File: src/rtl/wdog_pkg.sv
package wdog_pkg;

  typedef enum logic [1:0] {
    SRC_RC   = 2'b00,
    SRC_XTAL = 2'b01,
    SRC_INST = 2'b10
  } wd_src_e;

endpackage

File: src/rtl/wdog_src_sel.sv
module wdog_src_sel
  import wdog_pkg::*;
#(
  parameter int IDIV_W = 2
) (
  input  logic       clk,
  input  logic       rst,
  input  logic [1:0] src_sel_i,
  input  logic       rc_tick_i,
  input  logic       xtal_tick_i,
  output logic       cnt_en_o
);

  // free-running instruction clock divider (2^IDIV_W system clocks)
  logic [IDIV_W-1:0] icnt_q;
  logic              inst_tick;

  always_ff @(posedge clk) begin
    if (rst) icnt_q <= '0;
    else     icnt_q <= icnt_q + 1'b1;
  end

  assign inst_tick = &icnt_q;

  always_comb begin
    case (src_sel_i)
      SRC_RC:   cnt_en_o = rc_tick_i;
      SRC_XTAL: cnt_en_o = xtal_tick_i;
      default:  cnt_en_o = inst_tick;
    endcase
  end

  // instruction tick never lasts two consecutive cycles
  assert_inst_tick_single_R3: assert property (@(posedge clk) disable iff (rst)
    inst_tick |=> !inst_tick);

endmodule

File: src/rtl/wdog_fixdiv.sv
module wdog_fixdiv #(
  parameter int STAGES = 9
) (
  input  logic clk,
  input  logic rst,
  input  logic clr_i,
  input  logic en_i,
  output logic carry_o
);

  logic [STAGES-1:0] div_q;

  always_ff @(posedge clk) begin
    if (rst || clr_i) div_q <= '0;
    else if (en_i)    div_q <= div_q + 1'b1;
  end

  // wrap of the fixed stage; a clear suppresses it
  assign carry_o = en_i & (&div_q) & ~clr_i;

  assert_clear_zeroes_div_R5: assert property (@(posedge clk) disable iff (rst)
    clr_i |=> (div_q == '0));

  assert_hold_without_tick_R2: assert property (@(posedge clk) disable iff (rst)
    (!en_i && !clr_i) |=> $stable(div_q));

endmodule

File: src/rtl/wdog_presc.sv
module wdog_presc #(
  parameter int SEL_W = 3
) (
  input  logic             clk,
  input  logic             rst,
  input  logic             clr_i,
  input  logic             step_i,
  input  logic [SEL_W-1:0] sel_i,
  output logic             expire_o
);

  localparam int PRE_W = (1 << SEL_W) - 1;

  logic [PRE_W-1:0] pre_q;
  logic [PRE_W-1:0] mask;

  // low sel_i bits of the prescaler must be all ones for expiry
  always_comb begin
    for (int i = 0; i < PRE_W; i++) begin
      mask[i] = (int'(sel_i) > i);
    end
  end

  assign expire_o = step_i & ((pre_q & mask) == mask);

  always_ff @(posedge clk) begin
    if (rst || clr_i)  pre_q <= '0;
    else if (expire_o) pre_q <= '0;
    else if (step_i)   pre_q <= pre_q + 1'b1;
  end

  assert_restart_after_expiry_R6: assert property (@(posedge clk) disable iff (rst)
    expire_o |=> (pre_q == '0));

  assert_clear_zeroes_pre_R5: assert property (@(posedge clk) disable iff (rst)
    clr_i |=> (pre_q == '0));

endmodule

File: src/rtl/wdog_core.sv
module wdog_core #(
  parameter bit WDOG_EN    = 1'b1,
  parameter int FIX_STAGES = 9,
  parameter int SEL_W      = 3,
  parameter int IDIV_W     = 2
) (
  input  logic             clk,
  input  logic             rst,
  input  logic [1:0]       src_sel_i,
  input  logic [SEL_W-1:0] wsel_i,
  input  logic             rc_tick_i,
  input  logic             xtal_tick_i,
  input  logic             clr_i,
  output logic             timeout_o
);

  generate
    if (WDOG_EN) begin : g_on
      logic cnt_en;
      logic carry;
      logic expire;
      logic timeout_q;

      wdog_src_sel #(.IDIV_W(IDIV_W)) u_src (
        .clk         (clk),
        .rst         (rst),
        .src_sel_i   (src_sel_i),
        .rc_tick_i   (rc_tick_i),
        .xtal_tick_i (xtal_tick_i),
        .cnt_en_o    (cnt_en)
      );

      wdog_fixdiv #(.STAGES(FIX_STAGES)) u_div (
        .clk     (clk),
        .rst     (rst),
        .clr_i   (clr_i),
        .en_i    (cnt_en),
        .carry_o (carry)
      );

      wdog_presc #(.SEL_W(SEL_W)) u_pre (
        .clk      (clk),
        .rst      (rst),
        .clr_i    (clr_i),
        .step_i   (carry),
        .sel_i    (wsel_i),
        .expire_o (expire)
      );

      always_ff @(posedge clk) begin
        if (rst) timeout_q <= 1'b0;
        else     timeout_q <= expire;
      end

      assign timeout_o = timeout_q;

      assert_single_pulse_R6: assert property (@(posedge clk) disable iff (rst)
        timeout_o |=> !timeout_o);

      assert_clear_beats_expiry_R7: assert property (@(posedge clk) disable iff (rst)
        clr_i |=> !timeout_o);

      assert_reset_quiet_R1: assert property (@(posedge clk)
        rst |=> !timeout_o);
    end else begin : g_off
      // watchdog removed; inputs are sunk and the output is held low
      logic unused_inputs;
      assign unused_inputs = ^{clk, rst, src_sel_i, wsel_i, rc_tick_i, xtal_tick_i, clr_i};
      assign timeout_o     = 1'b0;
    end
  endgenerate

endmodule

File: config.mk
export PLATFORM = sky130hd
export DESIGN_NAME = wdog_core
export DESIGN_NICKNAME = d
export VERILOG_FILES = /design/src/rtl/wdog_pkg.sv /design/src/rtl/wdog_src_sel.sv /design/src/rtl/wdog_fixdiv.sv /design/src/rtl/wdog_presc.sv /design/src/rtl/wdog_core.sv
export SDC_FILE = /design/constraint.sdc
export NUM_CORES = 1
export LEC_CHECK = 0
export ABC_AREA = 1
export BUFFER_PORTS_ARGS = -buffer_cell sky130_fd_sc_hd__buf_2
export CAP_MARGIN = 20
export CORE_MARGIN = 3
export CORE_UTILIZATION = 55
export CTS_CLUSTER_SIZE = 28
export DETAILED_ROUTE_END_ITERATION = 10
export GPL_TIMING_DRIVEN = 0
export PLACE_DENSITY = 0.75
export RECOVER_POWER = 25
export SETUP_SLACK_MARGIN = 0.4
export SYNTH_ARGS = -nofsm -noshare
export SYNTH_HDL_FRONTEND = slang
export SYNTH_SLANG_ARGS = --single-unit
File: constraint.sdc
create_clock -name clk -period 2 [get_ports clk]
set_input_delay 0 -clock clk [delete_from_list [all_inputs] [get_ports clk]]
set_output_delay 0 -clock clk [all_outputs]
set_load 0.05 [all_outputs]
Yosys cells after proc, flatten, opt, wreduce, memory -nomap -nowiden:

Cells that the tools add are included.
Widths: inputs -> output; s select.

* order comparisons: 7
* reductions and logical operators: 5
* eq/ne operators: 2
* mux-type cells: 1
* bitwise operators: 5
* $add $sub $neg: 3

Operator list (count)
* $add 9x1->9 const B: 1
* $gt 3x3->1 const B: 3
* $reduce_and 9->1: 1
* $add 7x1->7 const B: 1
* $and 7x7->7: 1
* $eq 7x7->1: 1
* $gt 3x1->1 const B: 2
* $gt 3x2->1 const B: 2
* $and 1x1->1: 3
* $add 2x1->2 const B: 1
* $eq 2x1->1 const B: 1
* $logic_not 2->1: 1
* $pmux 1 s2: 1
* $reduce_and 2->1: 1
* $reduce_or 2->1: 1
* $logic_or 1x1->1: 1
* $not 1->1: 1

* logic and storage cells: 27
* output and inout port bits: 1
* register bits: 19

Logic depth before layout (Yosys ltp):

* depth after elaboration: 6
* gate-level depth with buffers: 12
* mapped depth without buffers: 12

By module:

Synthesis repeated with hierarchy kept, for this count alone.

* cell total of the unflattened synthesis: 129
* area total of the unflattened synthesis: 992.2 µm²

Modules (own cells, without submodules)
* wdog_fixdiv: sequential area each 180.2 µm², instances 1, area each 471.7 µm², cells each 61
* wdog_presc: sequential area each 140.1 µm², instances 1, area each 401.6 µm², cells each 53
* wdog_src_sel: sequential area each 40.0 µm², instances 1, area each 88.8 µm², cells each 12
* wdog_core: sequential area each 20.0 µm², instances 1, area each 30.0 µm², cells each 3

Worst setup path before layout:

No wires, ideal clock.

* path type: reg-to-reg
* start: register g_on.u_div.div_q[0]
* end: register g_on.u_pre.pre_q[0]
* path buffers: 0
* required time: 1884 ps
* setup slack: 175 ps
* clock period less this slack: 1825 ps
* data arrival time: 1709 ps
* setup time: 116 ps
* cell stages (with the launch flop): 13
* path through: dfxtp_1 > ha_1 > nand3_1 > nor2_1 > and3_1 > ha_1 > inv_1 > nor2_4 > nand3_4 > nor2_4 > nand2_4 > nand2_4 > nor2_2

* longest elaborated chain between the ends: 5

Ends and longest elaborated chain
* start: declaration: RTL line wdog_fixdiv.sv:11 `logic [STAGES-1:0] div_q;`
* start signal: assignment: RTL line wdog_fixdiv.sv:15 `else if (en_i) div_q <= div_q + 1'b1;`
* $reduce_and 9->1 *: RTL line wdog_fixdiv.sv:19 `assign carry_o = en_i & (&div_q) & ~clr_i;`
* $and 1x1->1 * (2 in series): RTL line wdog_fixdiv.sv:19
* $and 1x1->1: RTL line wdog_presc.sv:24 `assign expire_o = step_i & ((pre_q & mask) == mask);`
* $reduce_or 2->1 (no line)
* end signal: assignment: RTL line wdog_presc.sv:29 `else if (step_i) pre_q <= pre_q + 1'b1;`
* end: declaration: RTL line wdog_presc.sv:14 `logic [PRE_W-1:0] pre_q;`

Every way passes the cells marked *; elsewhere a longest branch is shown, timed or not.
A chain may end at the register's enable or synchronous reset.

Worst setup path in the final report:

* start: register g_on.u_div.div_q[1]
* end: register g_on.u_pre.pre_q[5]

Same word-level chain as after synthesis.

==> qor.yml <==
status: "finished clean"
period_share_pct: 94.1
setup_viol: 0
p_leak_nw: 0.537
synthesis.nets: 167
clk_pin_slew_ns: 0.11
firstDrtPassIters: 4
design_area_um2: 1360
maxCapViolCount: 0
worstPathMaxFanout: 7
initialDrtViolationCount: 55
yosysWarnings: 0
start_kind: "flop"
synth.top_cell.area_share_pct: 35.0
relSlewSlack_pct: 60.7
grt_pass1_vias: 987
port_buffers: 10
endpoint_kind: "flop"
die_w_um: 50.5
viasPerCell: 5.27
seq_area_frac_synth_pct: 35.0
tns_ns: 0
finalNetCount: 191
area_delta_synth_final_pct: 25.0
fin_cells: 201
coreArea_um2: 1800
yosys.area.top_type: "dfxtp_1"
antennaDiodeCount: 0
cts_buffer_depth: 2
wl_mm: 2.54
cts.sinks: 19
placed_cell_area_um2: 1190
max_freq_ghz: 0.531
slew_violations: 0
grt_overflow: 0
arrival_ns: 2.08
grt_setup_unrepaired: "yes"
drive_above_1_share_pct: 29.5
clkLatencyLatePin_ns: 0.29
die_h_um: 50.5
crit_type: "reg -> reg"
synthDistinctLibCells: 24
skew_ns: 0.00164
dp.cells: 188
dieArea_um2: 2550
rows: 15
tritoncts: "yes"
ant_nets: 0
ys_ff_latch: 19
grt_pass1_wl_mm: 4.24
cts-htree-levels: 1
period_minus_slack_ns: 1.88
holdWs_ns: 0.0581
initial_core_util_pct: 60.3
powerDensity_nw_per_um2: 481
dr_total_vias: 1059
syn_area_per_cell_um2: 7.11
antenna_found_initial: 0
syn_area_um2: 1090
tightest_slew_ns: 0.593
place_congestion: 0.806
dp_hpwl_mm: 1.55
io_pins: 11
cts_made_buffers: 3
clockRootBuffer: "clkbuf_4"
syn_inst: 153
ir_worst_vdd_uv: 345
hold_viol: 0
grt_use_total_pct: 21.6
grt_max_degree: 11
wire_per_inst_um: 12.7
worstPathRequired_ns: 2.20
final_core_utilization_pct: 75.4
yosys-top-cells-area: "dfxtp_1 (35%), nand2_1 (16%), nand3_1 (7.4%)"
hold_class: "in -> reg"
drc: 0
synth_stat cells:
library cell,count
a21oi_1,6
a21oi_2,1
and3_1,1
buf_4,1
buf_6,1
dfxtp_1,19
ha_1,4
inv_1,15
inv_2,2
nand2_1,46
nand2_4,2
nand3_1,16
nand3_4,2
nand3b_1,1
nand4_1,4
nor2_1,12
nor2_2,8
nor2_4,2
nor3_1,1
o21ai_0,2
o21ai_1,2
or2_4,1
xnor2_1,1
xor2_1,3
routing by layer:
layer / vias up / track usage (%) / routed length [um]
met1: 479 / 25.8 / 1050
met3: 4 / 4.45 / 166
met2: 43 / 38.3 / 1300
li1: 533 / - / -
met5: - / 0 / 0
met4: 0 / 6.73 / 23
repair_timing:
| item | in CTS | in global routing |
|---|---|---|
| hold buffers | 1 | 0 |
| hold endpoints to repair | 3 | 0 |
| pin swaps | 11 | 7 |
| resized for setup | 6 | 7 |
| setup buffers | 6 | 2 |
| setup endpoints to repair | 8 | 8 |
cell usage in the layout (no fill, tap or decap), types with 2 or more instances in the layout:
cell type and instances:
nand2_1 42, dfxtp_1 18, nand3_1 14, inv_1 13, nor2_1 11, nor2_2 8, buf_2 8, buf_4 7
a21oi_1 6, inv_2 4, nand4_1 4, nand2_2 4, nand3_4 3, nor2_4 3, clkbuf_4 3, clkbuf_1 3
buf_6 2, o21ai_0 2, xor2_1 2, o21ai_1 2, ha_4 2, ha_1 2
state kept, by name, indices dropped and copies added (netlist names):
signal,flops
g_on.u_pre.pre_q,7
g_on.u_src.icnt_q,2
g_on.u_div.div_q,9
timeout_o,1
logic make-up (layout without fill, tap and decap cells):
group                    count (synthesis)  count (layout)  share of synthesized area [%]
flip-flops                              19              19                           35.0
buffers and inverters                   19              42                           7.60
adder cells (fa/ha/maj)                  4               4                           4.60
AND/OR/NAND/NOR                         96              96                           44.2
XOR/XNOR                                 4               4                           3.22
AO/OA/AOI/OAI                           11              11                           5.41
area by class of cell:
| type | count | area, um^2 |
|---|---|---|
| Buffer | 2 | 18.8 |
| Clock buffer | 4 | 26.3 |
| Fill cell | 145 | 443 |
| Inverter | 17 | 63.8 |
| Multi-Input combinational cell | 115 | 703 |
| Sequential cell | 19 | 382 |
| Tap cell | 25 | 31.3 |
| Timing Repair Buffer | 19 | 134 |
worst max-delay path, cell delays in order, from the launching register on:
cell     delay [ns]
dfxtp_1        0.39
ha_4           0.17
nand3_4        0.08
nor2_4         0.13
and3_4         0.20
ha_4           0.12
inv_2          0.04
nor2_4         0.14
nand3_4        0.12
nor2_4         0.16
nand2_4        0.08
nand2_8        0.10
nor2_2         0.05
metrics by stage:
| step | setup WS, ns | total power, W |
|---|---|---|
| 2_1_floorplan | 0.186 | 0.000437 |
| 3_3_place_gp | -0.00946 | 0.000458 |
| 3_5_place_dp | -0.0103 | 0.000460 |
| 4_1_cts | 0.297 | 0.000661 |
| 5_1_grt | 0.0193 | 0.000685 |
| 6_report | 0.119 | 0.000653 |
worst paths after layout:
path                                         start                               end  slack [ns]  cells past startpoint
hold reg to reg    g_on.u_src.icnt_q[0]$_SDFF_PP0_   g_on.u_src.icnt_q[0]$_SDFF_PP0_        0.44                      1
setup reg to reg  g_on.u_div.div_q[1]$_SDFFE_PP0N_  g_on.u_pre.pre_q[5]$_SDFFE_PP0P_        0.12                     12
setup / recovery  g_on.u_div.div_q[1]$_SDFFE_PP0N_  g_on.u_pre.pre_q[5]$_SDFFE_PP0P_        0.12                     12
hold / removal                           wsel_i[2]              timeout_o$_SDFF_PP0_        0.06                      4
where the power goes:
| part | leakage (nW) | switching (W) | total [W] | internal [W] |
|---|---|---|---|---|
| logic | 0.368 | 0.0000445 | 0.0000703 | 0.0000258 |
| registers | 0.154 | 0.00000246 | 0.000386 | 0.000383 |
| clock network | 0.0150 | 0.000120 | 0.000197 | 0.0000775 |
| total | 0.537 | 0.000167 | 0.000653 | 0.000487 |
No activity file was read; power rests on OpenSTA's default activity.
